$ cat src/rtl/txn_dir_pkg.sv
package txn_dir_pkg;
  typedef enum logic [3:0] {
    OP_NOP     = 4'd0,
    OP_ADD     = 4'd1,
    OP_REM     = 4'd2,
    OP_IS_SH   = 4'd3,
    OP_IS_PEND = 4'd4,
    OP_IS_OWN  = 4'd5,
    OP_GET     = 4'd6,
    OP_PEND    = 4'd7,
    OP_UNPEND  = 4'd8,
    OP_OWN     = 4'd9,
    OP_UNOWN   = 4'd10,
    OP_COMMIT  = 4'd11,
    OP_ABORT   = 4'd12,
    OP_SKIP    = 4'd13,
    OP_PROBE   = 4'd14,
    OP_ACCESS  = 4'd15
  } dir_op_e;
endpackage

$ cat src/rtl/txn_dir_lines.sv
module txn_dir_lines #(
  parameter int NL = 8,
  parameter int NP = 4,
  localparam int LW = (NL > 1) ? $clog2(NL) : 1,
  localparam int PW = (NP > 1) ? $clog2(NP) : 1
) (
  input  logic          clk,
  input  logic          rst,
  input  logic          upd_add,
  input  logic          upd_rem,
  input  logic          upd_pend,
  input  logic          upd_unpend,
  input  logic          upd_own,
  input  logic          upd_unown,
  input  logic          upd_commit,
  input  logic          upd_abort,
  input  logic [LW-1:0] line,
  input  logic [PW-1:0] proc,
  output logic [NP-1:0] sharers [NL],
  output logic [NL-1:0] marked,
  output logic [NL-1:0] owned,
  output logic [PW-1:0] owner [NL],
  output logic [NP-1:0] strip [NL]
);
  for (genvar g = 0; g < NL; g++) begin : g_line
    logic [NP-1:0] sh_q;
    logic          pend_q, own_q;
    logic [PW-1:0] who_q;
    logic [NP-1:0] who_bit;
    logic          hit;

    assign who_bit = NP'(1) << who_q;
    assign hit     = (line == LW'(g));

    always_ff @(posedge clk) begin
      if (rst) begin
        sh_q   <= '0;
        pend_q <= 1'b0;
        own_q  <= 1'b0;
        who_q  <= '0;
      end else if (upd_commit && pend_q) begin
        sh_q   <= sh_q & who_bit;
        own_q  <= 1'b1;
        pend_q <= 1'b0;
      end else if (upd_abort) begin
        pend_q <= 1'b0;
      end else if (hit) begin
        if (upd_add)    sh_q[proc] <= 1'b1;
        if (upd_rem)    sh_q[proc] <= 1'b0;
        if (upd_pend)   begin pend_q <= 1'b1; who_q <= proc; end
        if (upd_unpend) pend_q <= 1'b0;
        if (upd_own)    begin own_q <= 1'b1; who_q <= proc; end
        if (upd_unown)  own_q <= 1'b0;
      end
    end

    assign sharers[g] = sh_q;
    assign marked[g]  = pend_q;
    assign owned[g]   = own_q;
    assign owner[g]   = who_q;
    assign strip[g]   = pend_q ? (sh_q & ~who_bit) : '0;
  end
endmodule

$ cat src/rtl/txn_dir_seq.sv
module txn_dir_seq #(
  parameter int TID_W    = 6,
  parameter int SKIP_LEN = 8,
  localparam int IW = (SKIP_LEN > 1) ? $clog2(SKIP_LEN) : 1
) (
  input  logic             clk,
  input  logic             rst,
  input  logic             hold,
  input  logic             bump,
  input  logic             skip_set,
  input  logic [TID_W-1:0] skip_tid,
  output logic [TID_W-1:0] nsid
);
  logic [SKIP_LEN-1:0] skip_q;
  logic [IW-1:0]       cur_idx, new_idx;

  assign cur_idx = nsid[IW-1:0];
  assign new_idx = skip_tid[IW-1:0];

  always_ff @(posedge clk) begin
    if (rst) begin
      nsid   <= '0;
      skip_q <= '0;
    end else if (hold) begin
      if (bump)     nsid <= nsid + 1'b1;
      if (skip_set) skip_q[new_idx] <= 1'b1;
    end else if (skip_q[cur_idx]) begin
      skip_q[cur_idx] <= 1'b0;
      nsid            <= nsid + 1'b1;
    end
  end
endmodule

$ cat src/rtl/txn_dir_invq.sv
module txn_dir_invq #(
  parameter int NL = 8,
  parameter int NP = 4,
  localparam int LW  = (NL > 1) ? $clog2(NL) : 1,
  localparam int PW  = (NP > 1) ? $clog2(NP) : 1,
  localparam int TOT = NL * NP
) (
  input  logic          clk,
  input  logic          rst,
  input  logic          load,
  input  logic [NP-1:0] load_vec [NL],
  input  logic          inv_ready,
  output logic          inv_valid,
  output logic [LW-1:0] inv_line,
  output logic [PW-1:0] inv_proc
);
  logic [TOT-1:0] pend_q, load_flat, take;
  int             sel;

  always_comb begin
    for (int l = 0; l < NL; l++)
      for (int p = 0; p < NP; p++)
        load_flat[l*NP + p] = load_vec[l][p];
  end

  always_comb begin
    sel = 0;
    for (int k = TOT - 1; k >= 0; k--)
      if (pend_q[k]) sel = k;
  end

  assign inv_valid = |pend_q;
  assign inv_line  = LW'(sel / NP);
  assign inv_proc  = PW'(sel % NP);
  assign take      = (inv_valid && inv_ready) ? (TOT'(1) << sel) : '0;

  always_ff @(posedge clk) begin
    if (rst)       pend_q <= '0;
    else if (load) pend_q <= load_flat;
    else           pend_q <= pend_q & ~take;
  end
endmodule

$ cat src/rtl/txn_dir.sv
module txn_dir
  import txn_dir_pkg::*;
#(
  parameter int NUM_LINES = 8,
  parameter int NUM_PROCS = 4,
  parameter int TID_W     = 6,
  parameter int SKIP_LEN  = 8,
  localparam int LW = (NUM_LINES > 1) ? $clog2(NUM_LINES) : 1,
  localparam int PW = (NUM_PROCS > 1) ? $clog2(NUM_PROCS) : 1
) (
  input  logic                 clk,
  input  logic                 rst,
  input  logic                 cmd_valid,
  input  logic [3:0]           cmd_op,
  input  logic [LW-1:0]        cmd_line,
  input  logic [PW-1:0]        cmd_proc,
  input  logic [TID_W-1:0]     cmd_tid,
  output logic                 busy,
  output logic                 rsp_valid,
  output logic                 rsp_flag,
  output logic                 rsp_err,
  output logic [NUM_PROCS-1:0] rsp_vec,
  output logic [TID_W-1:0]     rsp_tid,
  output logic                 fwd_valid,
  output logic [PW-1:0]        fwd_owner,
  output logic [LW-1:0]        fwd_line,
  output logic [PW-1:0]        fwd_proc,
  output logic                 inv_valid,
  input  logic                 inv_ready,
  output logic [LW-1:0]        inv_line,
  output logic [PW-1:0]        inv_proc
);
  dir_op_e                op;
  logic                   acc, is_sh, commit_ok, hold;
  logic [TID_W-1:0]       nsid;
  logic [NUM_PROCS-1:0]   sharers [NUM_LINES];
  logic [NUM_PROCS-1:0]   strip   [NUM_LINES];
  logic [PW-1:0]          owner   [NUM_LINES];
  logic [NUM_LINES-1:0]   marked, owned;
  logic                   flag_d, err_d, fwd_d;

  assign op        = dir_op_e'(cmd_op);
  assign busy      = inv_valid;
  assign acc       = cmd_valid && !busy;
  assign is_sh     = sharers[cmd_line][cmd_proc];
  assign commit_ok = (op == OP_COMMIT) && (cmd_tid == nsid);
  assign hold      = acc && (op == OP_COMMIT || op == OP_ABORT || op == OP_SKIP);

  txn_dir_lines #(.NL(NUM_LINES), .NP(NUM_PROCS)) u_lines (
    .clk        (clk),
    .rst        (rst),
    .upd_add    (acc && op == OP_ADD),
    .upd_rem    (acc && op == OP_REM),
    .upd_pend   (acc && op == OP_PEND && is_sh),
    .upd_unpend (acc && op == OP_UNPEND),
    .upd_own    (acc && op == OP_OWN && is_sh),
    .upd_unown  (acc && op == OP_UNOWN),
    .upd_commit (acc && commit_ok),
    .upd_abort  (acc && op == OP_ABORT),
    .line       (cmd_line),
    .proc       (cmd_proc),
    .sharers    (sharers),
    .marked     (marked),
    .owned      (owned),
    .owner      (owner),
    .strip      (strip)
  );

  txn_dir_seq #(.TID_W(TID_W), .SKIP_LEN(SKIP_LEN)) u_seq (
    .clk      (clk),
    .rst      (rst),
    .hold     (hold),
    .bump     (commit_ok || op == OP_ABORT),
    .skip_set (op == OP_SKIP),
    .skip_tid (cmd_tid),
    .nsid     (nsid)
  );

  txn_dir_invq #(.NL(NUM_LINES), .NP(NUM_PROCS)) u_invq (
    .clk       (clk),
    .rst       (rst),
    .load      (acc && commit_ok),
    .load_vec  (strip),
    .inv_ready (inv_ready),
    .inv_valid (inv_valid),
    .inv_line  (inv_line),
    .inv_proc  (inv_proc)
  );

  always_comb begin
    unique case (op)
      OP_IS_SH:   flag_d = is_sh;
      OP_IS_PEND: flag_d = marked[cmd_line];
      OP_IS_OWN:  flag_d = owned[cmd_line];
      default:    flag_d = 1'b0;
    endcase
    unique case (op)
      OP_PEND, OP_OWN: err_d = !is_sh;
      OP_COMMIT:       err_d = !commit_ok;
      default:         err_d = 1'b0;
    endcase
    fwd_d = (op == OP_ACCESS) && owned[cmd_line] && (owner[cmd_line] != cmd_proc);
  end

  always_ff @(posedge clk) begin
    if (rst) begin
      rsp_valid <= 1'b0;
      rsp_flag  <= 1'b0;
      rsp_err   <= 1'b0;
      rsp_vec   <= '0;
      rsp_tid   <= '0;
      fwd_valid <= 1'b0;
      fwd_owner <= '0;
      fwd_line  <= '0;
      fwd_proc  <= '0;
    end else begin
      rsp_valid <= acc;
      fwd_valid <= acc && fwd_d;
      if (acc) begin
        rsp_flag  <= flag_d;
        rsp_err   <= err_d;
        rsp_vec   <= sharers[cmd_line];
        rsp_tid   <= nsid;
        fwd_owner <= owner[cmd_line];
        fwd_line  <= cmd_line;
        fwd_proc  <= cmd_proc;
      end
    end
  end
endmodule

$ cat config.mk
export PLATFORM = sky130hd
export DESIGN_NAME = txn_dir
export DESIGN_NICKNAME = d
export VERILOG_FILES = /design/src/rtl/txn_dir_pkg.sv /design/src/rtl/txn_dir_lines.sv /design/src/rtl/txn_dir_seq.sv /design/src/rtl/txn_dir_invq.sv /design/src/rtl/txn_dir.sv
export SDC_FILE = /design/constraint.sdc
export NUM_CORES = 1
export LEC_CHECK = 0
export BUFFER_PORTS_ARGS = -buffer_cell sky130_fd_sc_hd__buf_2
export CAP_MARGIN = 20
export CORE_MARGIN = 1.5
export CORE_UTILIZATION = 54
export DETAILED_ROUTE_END_ITERATION = 6
export PLACE_DENSITY = 0.74
export SETUP_SLACK_MARGIN = 0.2
export SLEW_MARGIN = 10
export SYNTH_ARGS = -nofsm -noshare
export SYNTH_HDL_FRONTEND = slang
export SYNTH_SLANG_ARGS = --single-unit
$ cat constraint.sdc
create_clock -name clk -period 2.81 [get_ports clk]
set_input_delay 0.562 -clock clk [delete_from_list [all_inputs] [get_ports clk]]
set_output_delay 0.562 -clock clk [all_outputs]
set_load 0.1 [all_outputs]
### Yosys cells after proc, flatten, opt, wreduce, memory -nomap -nowiden

Cells that the tools add are included.

* $add $sub $neg: 2
* order comparisons: 8
* equal/unequal tests: 32
* shifts and indexed selects: 9
* mux-type cells: 172
* bitwise operators: 57
* reduce and logical (&&, ||, !) cells: 99

Operator list (number)
* $mux W4: 82
* $mux W5: 32
* $and A4 B4 Y4: 24
* $mux W32: 2
* $not A4 Y4: 9
* $reduce_and A2 Y1: 18
* $mux W1: 35
* $and A32 B32 Y32: 1
* $not A32 Y32: 1
* $or A4 B4 Y4: 8
* $reduce_and A4 Y1: 8
* $reduce_or A32 Y1: 1
* $shl A1 B2 Y4 const A: 8
* $shl A1 B5 Y32 const A: 1
* $eq A4 B4 Y1 const B: 7
* $logic_and A1 B1 Y1: 28
* $mux W8: 3
* $reduce_and A3 Y1: 8
* $reduce_bool A3 Y1: 8
* $reduce_or A3 Y1: 8
* $reduce_bool A2 Y1: 11
* $mux W6: 3
* $ne A2 B2 Y1 const B: 8
* $bmux W4 S3: 1
* other kinds (34): 64

* register bits: 131

### Logic depth before layout (Yosys ltp)

* depth in word-level cells: 37
* gate-level depth with buffers: 10
* mapped depth without buffers: 7

### Hierarchy

From an unflattened synthesis, not the netlist that was laid out.

* cell total of the unflattened synthesis: 866
* area, all modules: 7627.3 sq um

By module, submodules not included
* txn_dir_lines: instances 1, cells each 410, area each 3468.3 sq um, seq. area each 1281.2 sq um
* txn_dir_invq: instances 1, cells each 220, area each 1869.3 sq um, seq. area each 640.6 sq um
* txn_dir: instances 1, cells each 155, area each 1556.5 sq um, seq. area each 420.4 sq um
* txn_dir_seq: instances 1, cells each 81, area each 733.2 sq um, seq. area each 280.3 sq um

### Least setup slack after synthesis

OpenSTA, ideal clock, no wires.

* path type: reg-to-reg
* from: reg u_invq.pend_q[3]
* to: reg u_invq.pend_q[25]
* arrival: 3034 ps
* data required time: 2636 ps
* slack: -398 ps
* stages on the path, launching flop included: 7
* buffers on the path: 1
* path through: dfxtp_1 > or4_4 > nand4b_4 > nor2_1 > and3_1 > clkbuf_1 > a311oi_1

* longest elaborated chain between the ends: 9
* elaborated cells on any way between the ends: 14

RTL lines
* start, declared: line txn_dir_invq.sv:17 `logic [TOT-1:0] pend_q, load_flat, take;`
* start signal, assigned: line txn_dir_invq.sv:39 `else if (load) pend_q <= load_flat;`
* start signal, assigned: line txn_dir_invq.sv:40 `else pend_q <= pend_q & ~take;`
* $mux W5 (4 in series): line txn_dir_invq.sv:29 `if (pend_q[k]) sel = k;`
* $shl A1 B5 Y32: line txn_dir_invq.sv:35 `assign take = (inv_valid && inv_ready) ? (TOT'(1) << sel) : '0;`
* $mux W32: line txn_dir_invq.sv:35
* $not A32 Y32: line txn_dir_invq.sv:40
* $and A32 B32 Y32: line txn_dir_invq.sv:40
* $mux W32 *: line txn_dir_invq.sv:39

Every way passes the cells marked *; elsewhere a longest branch is shown, timed or not.
A chain may end at the register's enable or synchronous reset.

### Worst setup path after layout

* from: reg u_invq.pend_q[27]
* to: out inv_proc[0]

* longest elaborated chain between the ends: 28

RTL lines
* $mux W5 (28 in series): line txn_dir_invq.sv:29
* end, declared: line txn_dir.sv:31 `output logic [PW-1:0] inv_proc`

Every way passes these cells.

==> results.py <==
metrics = {
    "outcome": {
        "status": "finished, violations left",
        "violations": "design-rule violations",
    },
    "power_and_ir_drop": {
        "power_switching_mw": 1.21,
        "power_mw": 4.64,
        "p_seq_frac": 0.404,
        "ir_worst_vdd_mv": 0.381,
        "clockPowerShare": 0.490,
        "p_sw_frac": 0.260,
        "leakage_nw": 3.71,
        "power.internal_mw": 3.43,
        "comb_power_share": 0.106,
        "p_per_area_nw_per_um2": 444,
    },
    "finish": {
        "final_cells": 1214,
        "diodes": 0,
        "final_nets": 1042,
        "fin_area_um2": 10500,
        "final_layout_size_suffix_gt1_frac": 0.362,
        "synthToLayoutAreaGrowth_pct": 36.2,
    },
    "clocking": {
        "cts_buffer_depth": 2,
        "clockRootBuffer": "clkbuf_16",
        "cts_tree": "yes",
        "path_clk_slew_ps": 60,
        "cts_inserted_buffers": 17,
        "holdBufCountCts": 0,
        "cts_sinks": 131,
        "clk_latency_ps": 430,
        "htree_levels": 4,
    },
    "synthesis": {
        "yosysWarnings": 0,
        "syn_area_um2": 7670,
        "ys_types": 70,
        "syn_area_per_cell_um2": 8.48,
        "ys_seq_elements": 131,
        "yosysMostFrequentCell": "dfxtp_1",
        "synthCells": 905,
        "syn-num-nets": 925,
        "synth_top_area_cell": "dfxtp_1",
        "yosys-top-cells-area": "dfxtp_1, mux4_2, nand2_1, a21oi_1, a2111oi_1",
        "async_reset_ff_frac": 0,
        "synth_ff_type": "dfxtp_1",
        "ys_top_cells_by_count": "dfxtp_1, nand2_1, nor2_1",
        "synth_edf_count": 0,
        "yosysSeqAreaShare": 0.342,
        "yosysTopAreaCellShare": 0.342,
    },
    "timing": {
        "worst_slack_ps": 51.0,
        "tightestPinTransition_ps": 683,
        "fmax_ghz": 0.362,
        "finalHoldViolCount": 0,
        "final_max_slew_viol_count": 0,
        "fin_crit_ps": 2760,
        "timing.final.crit_share": 0.982,
        "setup-tns-final_ps": 0,
        "relSlewSlack": 0.545,
        "rsz0062_at_grt": "yes",
        "skew_ps": 6.80,
        "setup-violations-final": 0,
    },
    "detailed_routing": {
        "drt_iter0_drc": 910,
        "drc": 2,
        "avgRoutedWirePerCell_um": 23.3,
        "wl_um": 28200,
        "vias": 8452,
        "via_per_inst": 6.96,
        "ant_nets": 0,
        "drtPass1Iterations": 7,
    },
    "flow_run": {
        "max_cap_violations": 0,
    },
    "worst_hold_path": {
        "min_delay_path_depth": 2,
        "min_path_type": "reg2reg",
        "min_from": "rsp_tid[1]$_SDFFE_PP0P_",
        "hold_end": "rsp_tid[1]$_SDFFE_PP0P_",
    },
    "die": {
        "core_um2": 13900,
        "num_rows": 43,
        "start_util": 0.553,
        "die-height_um": 122,
        "io-pin-count": 47,
        "dieArea_um2": 14900,
        "die_w_um": 122,
    },
    "place": {
        "dpl_cell_area_um2": 8610,
        "place_inst": 1150,
        "port_buffers": 46,
        "post-place-ws_ps": 35.6,
        "gp_congestion": 0.974,
        "dp_hpwl_um": 18200,
    },
    "global_routing": {
        "track_usage": 0.352,
        "grt_pass1_vias": 7570,
        "grt_pass1_wl_um": 40400,
        "grt_overflow": 0,
        "grt_max_degree": 50,
        "antenna_found_initial": 0,
    },
    "worst_setup_path": {
        "reg2regPathDepth": 10,
        "cp_data_arrival_time_ps": 2200,
        "r2r_start": "u_invq.pend_q[7]$_SDFF_PP0_",
        "crit_fanout": 5,
        "slowest_stage": "a221o_1",
        "critPathKind": "reg2out",
        "reg2reg_to": "u_lines.g_line[5].sh_q[2]$_SDFFE_PP0P_",
        "critPathLaunchType": "flop",
        "crit_chain": "nor2_2, a221o_1, a2111oi_4, o211a_1, nand2b_1, clkinvlp_4, buf_12",
        "crit_path_end_kind": "output pin",
        "rrSetupSlack_ps": 70,
        "required_ps": 2250,
        "slowest_delay_ps": 390,
    },
}
layout make-up:
type	instances	area [µm²]
tap	180	225
fill	932	3430
timing repair buffer	155	1270
clock buffer	21	460
sequential	131	2660
inverter	37	146
clock inverter	10	133
multi-input combinational	680	5550
registers in the layout, indices dropped and copies added, names as in the netlist, 6 cells and up:
register and count:
u_lines.g_line.sh_q 32, u_lines.g_line.pend_q 8, rsp_tid 6, u_seq.skip_q 8, u_lines.g_line.own_q 8, u_seq.nsid 6, u_lines.g_line.who_q 16, u_invq.pend_q 32
placed cells by master, fill, tap and decap left out, types with 6 or more instances in the layout:
master and count:
dfxtp_1 116, nand2_1 99, buf_4 93, nor2_1 68
a21oi_1 65, buf_2 38, inv_1 33, a31oi_1 27
nor3_1 26, mux2i_1 24, nand3_1 23, nand2b_1 22
a2111oi_2 20, nor3_4 19, clkbuf_16 19, mux4_2 17
a211oi_1 16, nor4_1 14, o21ai_0 13, nor4_4 12
a311oi_1 12, buf_6 12, nor2b_1 11, nor3_2 10
buf_12 10, o31ai_1 9, a32oi_1 9, a2111oi_1 8
a2111oi_4 8, dfxtp_2 8, nor4_2 7, o41ai_2 7
xor2_1 7, nand4_1 7, a221oi_1 7, a21oi_2 7
dfxtp_4 7, or4_4 6, nor2_4 6, or2_2 6
per-stage QoR:
stage	utilization	hold WS, ps
3_5_place_dp	0.620	444
5_1_grt	0.753	464
6_report	0.753	452
4_1_cts	0.684	446
3_3_place_gp	0.620	437
2_1_floorplan	-	437
repair_timing:
item / 4_1_cts / 5_1_grt
resized for setup: 46 / 160
gates cloned: 0 / 3
setup endpoints to repair: 47 / 74
pin swaps: 12 / 72
buffers inserted: 18 / 12
logic make-up after synthesis:
| kind of cell | Yosys count | synth area share |
|---|---|---|
| muxes | 43 | 0.0841 |
| AOI/OAI and AO/OA | 239 | 0.222 |
| DFF | 131 | 0.342 |
| xor gates and xnor gates | 9 | 0.0103 |
| adders and majority gates | 1 | 0.00163 |
| and+or+nand+nor | 387 | 0.283 |
| buffers and inverters | 95 | 0.0566 |
layer usage:
layer  routed length (µm)  track usage
met1                10700        0.445
met2                13200        0.553
met3                 2630       0.0712
met4                 1720        0.217
met5                    0            0
power groups by stage:
stage / logic, mW / clock network, mW / registers (mW)
6_report: 0.490 / 2.28 / 1.87
5_1_grt: 0.516 / 2.37 / 1.87
4_1_cts: 0.419 / 2.27 / 1.88
3_5_place_dp: 0.412 / 0 / 1.92
3_3_place_gp: 0.407 / 0 / 1.92
2_1_floorplan: 0.239 / 0 / 1.97
critical path: cells and delay by family (launching register included):
kind / cells / cell delay [ps]
AOI/OAI and AO/OA: 3 / 940
DFF: 1 / 380
buffers and inverters: 2 / 290
and+or+nand+nor: 2 / 160
worst max path at each step:
stage,startpoint,to,slack (ps),cells after the start
finish,u_invq.pend_q[27]$_SDFF_PP0_,inv_proc[0],50,7
global route,u_invq.pend_q[7]$_SDFF_PP0_,u_lines.g_line[5].sh_q[1]$_SDFFE_PP0P_,-20,10
detailed placement,cmd_line[0],u_lines.g_line[3].who_q[1]$_SDFFE_PP0P_,40,8
CTS,u_invq.pend_q[30]$_SDFF_PP0_,inv_proc[0],80,7
global placement,u_invq.pend_q[19]$_SDFF_PP0_,u_lines.g_line[0].sh_q[0]$_SDFFE_PP0P_,100,6
floorplan,u_invq.pend_q[15]$_SDFF_PP0_,u_invq.pend_q[21]$_SDFF_PP0_,150,7
No activity file was read; power rests on OpenSTA's default activity.
